File: src/rtl/brk_pkg.sv
package brk_pkg;
  localparam int CTL_EN_BIT  = 7;
  localparam int CTL_ACT_BIT = 6;
  localparam int AUX_FC_BIT  = 0;
  localparam int AUX_WD_BIT  = 1;
  localparam logic [15:0] VEC_NORMAL  = 16'hFFFC;
  localparam logic [15:0] VEC_MONITOR = 16'hFEFC;
endpackage

File: src/rtl/brk_cmp.sv
module brk_cmp #(
  parameter int W = 8
) (
  input  logic [W-1:0] a,
  input  logic [W-1:0] b,
  output logic         eq
);
  assign eq = (a == b);
endmodule

File: src/rtl/brk_regs.sv
module brk_regs
  import brk_pkg::*;
#(
  parameter int ADDR_W = 16,
  parameter int BYTE_W = 8,
  localparam int NB    = ADDR_W / BYTE_W,
  localparam int RAW   = $clog2(NB + 2)
) (
  input  logic              clk,
  input  logic              rst_n,
  input  logic              wr,
  input  logic [RAW-1:0]    addr,
  input  logic [BYTE_W-1:0] wdata,
  output logic [BYTE_W-1:0] rdata,
  input  logic              active,
  output logic [ADDR_W-1:0] bp_addr,
  output logic              enable,
  output logic              fc_permit,
  output logic              wd_permit,
  output logic              addr_wr,
  output logic              ctl_wr,
  output logic              ctl_act
);
  logic [ADDR_W-1:0] bp_q, bp_n;
  logic              en_q, en_n, fc_q, fc_n, wd_q, wd_n;
  logic              unused_wdata;

  assign unused_wdata = ^wdata;

  always_comb begin
    bp_n    = bp_q;
    en_n    = en_q;
    fc_n    = fc_q;
    wd_n    = wd_q;
    addr_wr = 1'b0;
    ctl_wr  = 1'b0;
    if (wr) begin
      for (int k = 0; k < NB; k++) begin
        if (addr == RAW'(k)) begin
          bp_n[(NB-1-k)*BYTE_W +: BYTE_W] = wdata;
          addr_wr = 1'b1;
        end
      end
      if (addr == RAW'(NB)) begin
        en_n   = wdata[CTL_EN_BIT];
        ctl_wr = 1'b1;
      end
      if (addr == RAW'(NB + 1)) begin
        fc_n = wdata[AUX_FC_BIT];
        wd_n = wdata[AUX_WD_BIT];
      end
    end
  end

  always_ff @(posedge clk or negedge rst_n) begin
    if (!rst_n) begin
      bp_q <= '0;
      en_q <= 1'b0;
      fc_q <= 1'b0;
      wd_q <= 1'b0;
    end else if (wr) begin
      bp_q <= bp_n;
      en_q <= en_n;
      fc_q <= fc_n;
      wd_q <= wd_n;
    end
  end

  always_comb begin
    rdata = '0;
    for (int k = 0; k < NB; k++) begin
      if (addr == RAW'(k)) rdata = bp_q[(NB-1-k)*BYTE_W +: BYTE_W];
    end
    if (addr == RAW'(NB)) begin
      rdata[CTL_EN_BIT]  = en_q;
      rdata[CTL_ACT_BIT] = active;
    end
    if (addr == RAW'(NB + 1)) begin
      rdata[AUX_FC_BIT] = fc_q;
      rdata[AUX_WD_BIT] = wd_q;
    end
  end

  assign ctl_act   = wdata[CTL_ACT_BIT];
  assign bp_addr   = bp_q;
  assign enable    = en_q;
  assign fc_permit = fc_q;
  assign wd_permit = wd_q;


  reg_wr_hold_chk: assert property (@(posedge clk) disable iff (!rst_n)
    !wr |=> $stable(bp_addr) && $stable(enable));
endmodule

File: src/rtl/brk_seq.sv
module brk_seq (
  input  logic clk,
  input  logic rst_n,
  input  logic hit,
  input  logic fetch_opcode,
  input  logic insn_done,
  input  logic addr_wr,
  input  logic ctl_wr,
  input  logic ctl_act,
  output logic active,
  output logic brk_req
);
  logic act_q, act_n, pend_q, pend_n, arm_q, arm_n, req_q, req_n;
  logic hit_ok, sw_clr, sw_force, take_op, take_def, take;

  always_comb begin
    hit_ok   = hit && arm_q && !act_q && !pend_q;
    sw_clr   = ctl_wr && !ctl_act;
    sw_force = ctl_wr && ctl_act && !act_q;
    take_op  = hit_ok && fetch_opcode;
    take_def = pend_q && insn_done;
    take     = !sw_clr && (take_op || take_def);

    req_n = take;

    act_n = act_q;
    if (sw_clr)    act_n = 1'b0;
    else if (take) act_n = 1'b1;

    pend_n = pend_q;
    if (sw_clr || take)                          pend_n = 1'b0;
    else if (sw_force || (hit_ok && !fetch_opcode)) pend_n = 1'b1;

    arm_n = arm_q;
    if (addr_wr)                arm_n = 1'b1;
    else if (hit_ok && !sw_clr) arm_n = 1'b0;
  end

  always_ff @(posedge clk or negedge rst_n) begin
    if (!rst_n) begin
      act_q  <= 1'b0;
      pend_q <= 1'b0;
      arm_q  <= 1'b1;
      req_q  <= 1'b0;
    end else begin
      act_q  <= act_n;
      pend_q <= pend_n;
      arm_q  <= arm_n;
      req_q  <= req_n;
    end
  end

  assign active  = act_q;
  assign brk_req = req_q;


  req_pulse_chk: assert property (@(posedge clk) disable iff (!rst_n)
    brk_req |=> !brk_req);


  disarm_on_hit_chk: assert property (@(posedge clk) disable iff (!rst_n)
    $fell(arm_q) |-> (brk_req || pend_q));


  sw_clear_chk: assert property (@(posedge clk) disable iff (!rst_n)
    (ctl_wr && !ctl_act) |=> !active && !brk_req);
endmodule

File: src/rtl/brk_ctrl.sv
module brk_ctrl
  import brk_pkg::*;
#(
  parameter int ADDR_W = 16,
  parameter int BYTE_W = 8,
  localparam int NB    = ADDR_W / BYTE_W,
  localparam int RAW   = $clog2(NB + 2)
) (
  input  logic              clk,
  input  logic              rst_n,
  input  logic              reg_wr,
  input  logic [RAW-1:0]    reg_addr,
  input  logic [BYTE_W-1:0] reg_wdata,
  output logic [BYTE_W-1:0] reg_rdata,
  input  logic              fetch_vld,
  input  logic              fetch_opcode,
  input  logic [ADDR_W-1:0] fetch_addr,
  input  logic              insn_done,
  input  logic              monitor_mode,
  output logic              brk_req,
  output logic [15:0]       brk_vec,
  output logic              tmr_freeze,
  output logic              icap_inhibit,
  output logic              wdog_off,
  output logic              flag_clr_en
);
  logic [1:0]        rst_sync;
  logic              srst_n;
  logic [ADDR_W-1:0] bp_addr;
  logic [NB-1:0]     byte_eq;
  logic              enable, fc_permit, wd_permit, addr_wr, ctl_wr, ctl_act;
  logic              active, hit;

  always_ff @(posedge clk or negedge rst_n) begin
    if (!rst_n) rst_sync <= 2'b00;
    else        rst_sync <= {rst_sync[0], 1'b1};
  end
  assign srst_n = rst_sync[1];

  brk_regs #(.ADDR_W(ADDR_W), .BYTE_W(BYTE_W)) u_regs (
    .clk(clk), .rst_n(srst_n), .wr(reg_wr), .addr(reg_addr),
    .wdata(reg_wdata), .rdata(reg_rdata), .active(active),
    .bp_addr(bp_addr), .enable(enable), .fc_permit(fc_permit),
    .wd_permit(wd_permit), .addr_wr(addr_wr), .ctl_wr(ctl_wr),
    .ctl_act(ctl_act)
  );

  for (genvar g = 0; g < NB; g++) begin : g_cmp
    brk_cmp #(.W(BYTE_W)) u_cmp (
      .a(fetch_addr[g*BYTE_W +: BYTE_W]),
      .b(bp_addr[g*BYTE_W +: BYTE_W]),
      .eq(byte_eq[g])
    );
  end

  assign hit = fetch_vld && enable && (&byte_eq);

  brk_seq u_seq (
    .clk(clk), .rst_n(srst_n), .hit(hit), .fetch_opcode(fetch_opcode),
    .insn_done(insn_done), .addr_wr(addr_wr), .ctl_wr(ctl_wr),
    .ctl_act(ctl_act), .active(active), .brk_req(brk_req)
  );

  assign brk_vec      = monitor_mode ? VEC_MONITOR : VEC_NORMAL;
  assign tmr_freeze   = active;
  assign icap_inhibit = active;
  assign wdog_off     = active && monitor_mode && wd_permit;
  assign flag_clr_en  = !active || fc_permit;


  req_freezes_chk: assert property (@(posedge clk) disable iff (!srst_n)
    brk_req |-> tmr_freeze && icap_inhibit);


  wdog_in_break_chk: assert property (@(posedge clk) disable iff (!srst_n)
    wdog_off |-> tmr_freeze && monitor_mode);


  flag_outside_chk: assert property (@(posedge clk) disable iff (!srst_n)
    !tmr_freeze |-> flag_clr_en);
endmodule

File: config.mk
export PLATFORM = sky130hd
export DESIGN_NAME = brk_ctrl
export DESIGN_NICKNAME = d
export VERILOG_FILES = /design/src/rtl/brk_pkg.sv /design/src/rtl/brk_cmp.sv /design/src/rtl/brk_regs.sv /design/src/rtl/brk_seq.sv /design/src/rtl/brk_ctrl.sv
export SDC_FILE = /design/constraint.sdc
export NUM_CORES = 1
export LEC_CHECK = 0
export ABC_AREA = 1
export BUFFER_PORTS_ARGS = -buffer_cell sky130_fd_sc_hd__buf_2
export CAP_MARGIN = 20
export CORE_ASPECT_RATIO = 2
export CORE_MARGIN = 2
export CORE_UTILIZATION = 40
export CTS_CLUSTER_SIZE = 8
export DETAILED_ROUTE_END_ITERATION = 8
export GPL_ROUTABILITY_DRIVEN = 0
export PLACE_DENSITY = 0.69
export RECOVER_POWER = 50
export SLEW_MARGIN = 20
export SYNTH_ARGS = -nofsm -noshare
export SYNTH_HDL_FRONTEND = slang
export SYNTH_SLANG_ARGS = --single-unit
File: constraint.sdc
create_clock -name clk -period 1.08 [get_ports clk]
set_clock_uncertainty 0.15 [all_clocks]
set_input_delay 0.108 -clock clk [delete_from_list [all_inputs] [get_ports clk]]
set_output_delay 0.108 -clock clk [all_outputs]
set_load 0.05 [all_outputs]
==> run summary, run 1 <==
final setup vio count: 16
final worst setup slack: -0.5146 ns
Initial Utilization: 41.35%
Syn. warnings: 0
vias in the first global route: 1841
DRC: 0
clk sinks: 25
Clock Pin Slew Worst Setup and Hold Paths: 0.09 ns
Seq pwr share: 31.0%
DP HPWL: 3608 um
internal power: 2304 uW
Routed Antenna Nets: 0
period utilization: 147.6%
footprint of the multi-input gates: 999.7 um2
most frequent cells in the layout: 57 x nand2_1, 33 x buf_2, 29 x buf_4
Worst Path Arrival: 1.34 ns
Worst-Margin Slew: 0.6427 ns
Clock Power Share: 13.9%
Req. time, crit path: 0.82 ns
Worst Path Max Fanout: 3
Worst Reg-to-Reg Cells: 6
Root Buffer: clkbuf_8
width of the die: 49.97 um
total congestion overflow: 0
start of the worst register-to-register path: u_regs.bp_addr[2]
Skew-Pair Late Insertion Delay: 0.27 ns
H-tree depth: 1
final core utilization: 65.20%
maximum VDD drop: 0.0008164 V
fmax: 627.1 MHz
initial antenna violation count: 0
Synth-to-Final Area Change: 57.66%
# IOs: 62
DR vias: 1780
worst hold path depth: 3
crit path capture type: output pin
Post-Place Worst Slack: -0.3926 ns
Pleak: 0.001420 uW
Cell Area, Synth: 1690 um2
core area: 4088 um2
Num CTS Buffers: 3
largest net degree at the start of global routing: 24
die height: 95.93 um
switching pwr: 1705 uW
Routed WL: 4881 um
nets: 374
Rows: 33
worst hold path type: input port to flip-flop
syn avg cell area: 6.899 um2
commonest non-fill, non-tap cell in the layout: nand2_1
Initial DRC Count: 18
post-synthesis cell count: 245
max-capacitance violation count: 0
Tmin final: 1.595 ns
clock tree from TritonCTS: built
Worst Path Class, Setup: flip-flop to output pin
Seq cells post-synth: 25
Clock Path Buffers: 2
RSZ-0062 raised after global routing: true
setup TNS: -5.628 ns
IO Port Bufs: 46
hold path endpoint: u_regs.bp_addr[14]
vias per cell: 4.541
Hold Path Origin: reg_wdata[6]
CP startpoint kind: flip-flop
final antenna diode count: 0
reg2reg end: u_seq.pend_q
sw frac: 42.53%
status: complete, but fails checks
max-slew violation total from the final report: 0
Comb pwr share: 55.1%
post-synthesis sequential area ratio: 37.08%
Power Density: 1504 nW/um2
slew margin rel.: 57.10%
die area: 4793 um2
fraction of layout cells with a size suffix above 1: 45.59%
Netlist cell types: 26
first-pass GRT wire length: 8010 um
Reg area: 628.1 um2
drt wl/cell: 12.45 um
gr usage total: 22.09%
failing checks: setup timing
Final Power: 4009 uW
Fin. Hold Viols: 0
DR pass1 iterations: 4
Filler cells: 351
Reg2Reg Setup Slack: -0.42 ns
metal layers:
layer  wire length, um  global-route usage (%)
met2              2896                   42.33
met1              1763                   23.26
met3                82                  0.9317
met5                 0                       0
met4               139                   12.96
power by group through the flow:
| stage | clock (uW) | combinational (uW) | sequential (uW) |
|---|---|---|---|
| 2_1_floorplan | 0 | 1110 | 1340 |
| 3_3_place_gp | 0 | 1730 | 1220 |
| 3_5_place_dp | 0 | 1750 | 1230 |
| 4_1_cts | 569 | 2100 | 1240 |
| 5_1_grt | 615 | 2390 | 1270 |
| 6_report | 556 | 2210 | 1240 |
logic make-up after synthesis:
family	count (synthesis)	synth area share [%]
AO/OA/AOI/OAI	31	12.14
XOR/XNOR	3	1.555
buffers and inverters	63	18.28
flip-flops	25	37.08
other	2	0.4443
AND/OR/NAND/NOR	121	30.50
worst max-delay path, stage by stage (launching register included):
cell and delay, ns:
dfrtp_1 0.42, inv_2 0.06, buf_4 0.13, buf_6 0.11
o221ai_4 0.17, buf_6 0.19
metrics by stage:
step           instances  hold WS [ns]  area [um2]
2_1_floorplan        259       -0.3376        1809
3_3_place_gp         370       -0.2578        2213
3_5_place_dp         370       -0.2518        2213
4_1_cts              387      0.003919        2572
5_1_grt              392       0.01850        2665
6_report             392      0.004827        2665
state kept, by name, indices dropped and copies added (netlist names):
register and flops:
u_seq.brk_req 1, u_seq.arm_q 1, u_seq.active 1, u_seq.pend_q 1, u_regs.bp_addr 16, u_regs.wd_permit 1
rst_sync 2, u_regs.enable 1, u_regs.fc_permit 1
synth_stat cells, drive strengths merged:
| cell type | n | share of area, % |
|---|---|---|
| o211ai | 1 | 0.44 |
| o221ai | 3 | 1.6 |
| dfrtp | 24 | 36 |
| nand3 | 15 | 4.4 |
| o31ai | 1 | 0.44 |
| dfstp | 1 | 1.6 |
| conb | 2 | 0.44 |
| nand2 | 75 | 17 |
| inv | 44 | 9.8 |
| or2 | 2 | 0.74 |
| o21ai | 22 | 8.3 |
| xnor2 | 3 | 1.6 |
| nor2 | 27 | 7.2 |
| nand4 | 2 | 0.74 |
| o22ai | 3 | 1.1 |
| a21oi | 1 | 0.30 |
| buf | 19 | 8.5 |
how the worst max path moves through the flow:
stage	slack, ns	startpoint	endpoint
after global placement	-0.36	u_regs.bp_addr[2]	u_seq.pend_q
after detailed placement	-0.39	u_regs.bp_addr[2]	u_seq.pend_q
after floorplan	-0.40	reg_addr[1]	reg_rdata[0]
after CTS	-0.40	u_regs.bp_addr[0]	reg_rdata[0]
final	-0.51	u_regs.bp_addr[15]	reg_rdata[7]
after global routing	-0.59	u_regs.bp_addr[1]	u_seq.pend_q
layout make-up:
type | count | share of cell area [%]
Clock buffer | 4 | 1.690
Timing Repair Buffer | 96 | 28.50
Multi-Input combinational cell | 171 | 37.51
Inverter | 44 | 6.291
Tap cell | 52 | 2.441
Sequential cell | 25 | 23.57
timing repair:
item,4_1_cts,5_1_grt
pin swaps,20,18
gates resized for setup,60,21
buffers inserted,4,7
hold endpoints to repair,13,1
hold buffers,9,1
endpoints found under the setup margin,17,17
No activity file was read; power rests on OpenSTA's default activity.
==> inputs of run 2 (changes only) <==
--- a/config.mk
+++ b/config.mk
@@ -10,13 +10,14 @@
 export CAP_MARGIN = 20
 export CORE_ASPECT_RATIO = 2
 export CORE_MARGIN = 2
-export CORE_UTILIZATION = 40
+export CORE_UTILIZATION = 34
 export CTS_CLUSTER_SIZE = 8
 export DETAILED_ROUTE_END_ITERATION = 8
 export GPL_ROUTABILITY_DRIVEN = 0
-export PLACE_DENSITY = 0.69
+export PLACE_DENSITY = 0.6
 export RECOVER_POWER = 50
 export SLEW_MARGIN = 20
 export SYNTH_ARGS = -nofsm -noshare
 export SYNTH_HDL_FRONTEND = slang
+export SYNTH_HIERARCHICAL = 1
 export SYNTH_SLANG_ARGS = --single-unit
==> run 2 against run 1 <==
The flow still finishes with violations (setup timing). Critical path depth up 9. Hold slack gained 0.0023 ns. Count of clock-buffer cells in the layout did not move. Core utilization is 11 points lower. Critical endpoint is now u_seq/pend_q. Largest cell class unchanged.
==> run summary, run 2 <==
worst hold path depth: 3
width of the die: 54.25 um
DR vias: 1837
commonest cells in the netlist: 102 x nand2_1, 38 x inv_1, 31 x nand3_1
Post-synth ARST share: 100.0%
Reg area: 628.1 um2
slowest stage delay, CP: 0.41 ns
DP HPWL: 3434 um
DR pass1 iterations: 4
drt wl/cell: 10.88 um
most frequent cells in the layout: 91 x nand2_1, 37 x inv_1, 33 x buf_2
Initial DRC Count: 36
core area: 4865 um2
final setup vio count: 16
crit path capture type: flip-flop
CP dominant cell by count: nand2_1
H-tree depth: 1
die height: 104.5 um
syn avg cell area: 6.454 um2
Reg2Reg Setup Slack: -0.52 ns
final core utilization: 53.81%
Worst Reg-to-Reg Cells: 14
die area: 5668 um2
count leader, synth: nand2_1
Worst-Margin Slew: 0.5837 ns
Worst Path Arrival: 1.65 ns
final worst setup slack: -0.5167 ns
max-capacitance violation count: 0
Power Density: 1458 nW/um2
DRC: 0
Critical path origin: u_regs/bp_addr[7]
Worst Path Class, Setup: flip-flop to flip-flop
Seq pwr share: 33.4%
Top FF cell, synth: dfrtp_1
vias in the first global route: 1686
top-area cell type share of the netlist area: 34.99%
fmax: 626.3 MHz
Final Power: 3816 uW
crit path buf inv count: 3
internal power: 2240 uW
Comb pwr share: 52.5%
Netlist cell types: 19
setup TNS: -5.232 ns
Req. time, crit path: 1.13 ns
Synth-to-Final Area Change: 52.48%
maximum VDD drop: 0.001180 V
failing checks: setup timing
switching pwr: 1576 uW
Clock Power Share: 14.1%
slew margin rel.: 61.09%
Tmin final: 1.597 ns
start of the worst register-to-register path: u_regs/bp_addr[7]
Root Buffer: clkbuf_8
max FFs per register: 16
initial antenna violation count: 0
IO Port Bufs: 46
clk sinks: 25
clock tree from TritonCTS: built
Routed WL: 4471 um
Rows: 36
total congestion overflow: 0
Hold Path Origin: insn_done
vias per cell: 4.470
Seq cells post-synth: 25
worst path cell trace: inv_1, nand2_1, nand2_1, nor2_1, nand2_1, nor2_2, nand2_1, nor2_1, nand2_1, inv_2, nand3_1, nand2_1, inv_1, nor2_1
Syn. warnings: 6
Clock Path Buffers: 2
Initial Utilization: 35.29%
gr usage total: 16.43%
CP startpoint kind: flip-flop
commonest non-fill, non-tap cell in the layout: nand2_1
Num CTS Buffers: 3
post-synthesis sequential area ratio: 36.52%
Worst Path Max Fanout: 3
top cells by area, synth: dfrtp_1 35%, nand2_1 22%, nand3_1 9.0%, inv_1 8.3%, buf_4 7.4%
Filler cells: 485
most area-hungry cell type in the Yosys netlist: dfrtp_1
footprint of the multi-input gates: 942.2 um2
max-slew violation total from the final report: 0
fraction of layout cells with a size suffix above 1: 33.90%
critical path's slowest cell: dfrtp_1
worst hold path type: input port to flip-flop
sw frac: 41.31%
largest net degree at the start of global routing: 24
Cell Area, Synth: 1717 um2
period utilization: 147.8%
status: complete, but fails checks
Fin. Hold Viols: 0
# IOs: 62
Pleak: 0.001533 uW
post-synthesis cell count: 266
Clock Pin Slew Worst Setup and Hold Paths: 0.08 ns
Routed Antenna Nets: 0
nets: 388
Skew-Pair Late Insertion Delay: 0.26 ns
Critical Path Stages: 14
first-pass GRT wire length: 7031 um
Post-synth EDFFs: 0
final antenna diode count: 0
crit-path leading delay family: simple AND/OR/NAND/NOR gates
RSZ-0062 raised after global routing: true
run 2: changes by cell type after synthesis, moves of 3 or more:
cell,previous run,this run
buf_2,1,4
inv_1,41,38
inv_2,3,0
nand2_1,70,102
nand2_2,5,1
nand3_1,15,31
nand4_1,2,9
o21ai_0,12,0
o21ai_2,8,0
o221ai_1,3,0
o22ai_1,3,0
xnor2_1,3,0
run 2: metrics by stage:
step / worst slack, ns / hold slack (ns) / instances / cell area (um2)
global placement: -0.5415 / -0.2567 / 391 / 2198
finish: -0.5167 / 0.007119 / 411 / 2618
floorplan: -0.3070 / -0.3376 / 280 / 1813
CTS: -0.5236 / 0.003760 / 408 / 2556
detailed placement: -0.5642 / -0.2558 / 391 / 2198
global route: -0.6805 / 0.01411 / 411 / 2618
run 2: worst reg2reg max path, cell delays in order (launching register included):
cell	delay, ns
dfrtp_1	0.41
inv_1	0.06
nand2_1	0.05
nand2_1	0.04
nor2_1	0.08
nand2_1	0.07
nor2_2	0.15
nand2_1	0.08
nor2_1	0.08
nand2_1	0.06
inv_2	0.07
nand3_1	0.06
nand2_1	0.07
inv_1	0.04
nor2_1	0.08
run 2: area by class of cell:
class / count / share of cell area, %
clock buffers: 4 / 1.721
inverters: 39 / 5.593
multi-input cells: 192 / 35.99
flip-flops and latches: 25 / 24.00
well taps: 57 / 2.725
repair buffers: 94 / 29.97
run 2: what timing repair did:
action	in CTS	in global routing
hold buffers	11	0
setup buffers	5	5
endpoints found under the hold margin	20	0
gates resized for setup	54	15
gates cloned	0	0
pin swaps	11	5
endpoints found under the setup margin	17	17
run 2: final timing paths:
| check | endpoint |
|---|---|
| min in group asynchronous | u_regs/bp_addr[14] |
| worst max-delay path | u_seq/pend_q |
| worst min-delay path | u_seq/brk_req |
| max in group asynchronous | rst_sync[1] |
| worst max register to register | u_seq/pend_q |
| worst min register to register | u_regs/bp_addr[14] |
run 2: power groups by stage:
stage,combinational [uW],clock [uW],sequential (uW)
4_1_cts,1820,569,1280
5_1_grt,2160,606,1300
3_3_place_gp,1490,0,1280
6_report,2000,540,1270
3_5_place_dp,1500,0,1280
2_1_floorplan,986,0,1360
run 2: logic make-up (layout without fill, tap and decap cells):
logic type	Yosys count	after routing	synth area share, %
AND/OR/NAND/NOR	173	173	42.78
buffers and inverters	63	137	19.10
flip-flops	25	25	36.52
AO/OA/AOI/OAI	3	3	1.166
other	2	16	0.4375
run 2: layer usage:
metal  up-vias  global-route usage (%)  share of wire, %
li1        955                       -                 -
met1       831                   17.72                37
met2        47                   30.98                58
met3         4                   1.724               4.3
met4         0                   4.643              0.96
met5         -                       0                 0
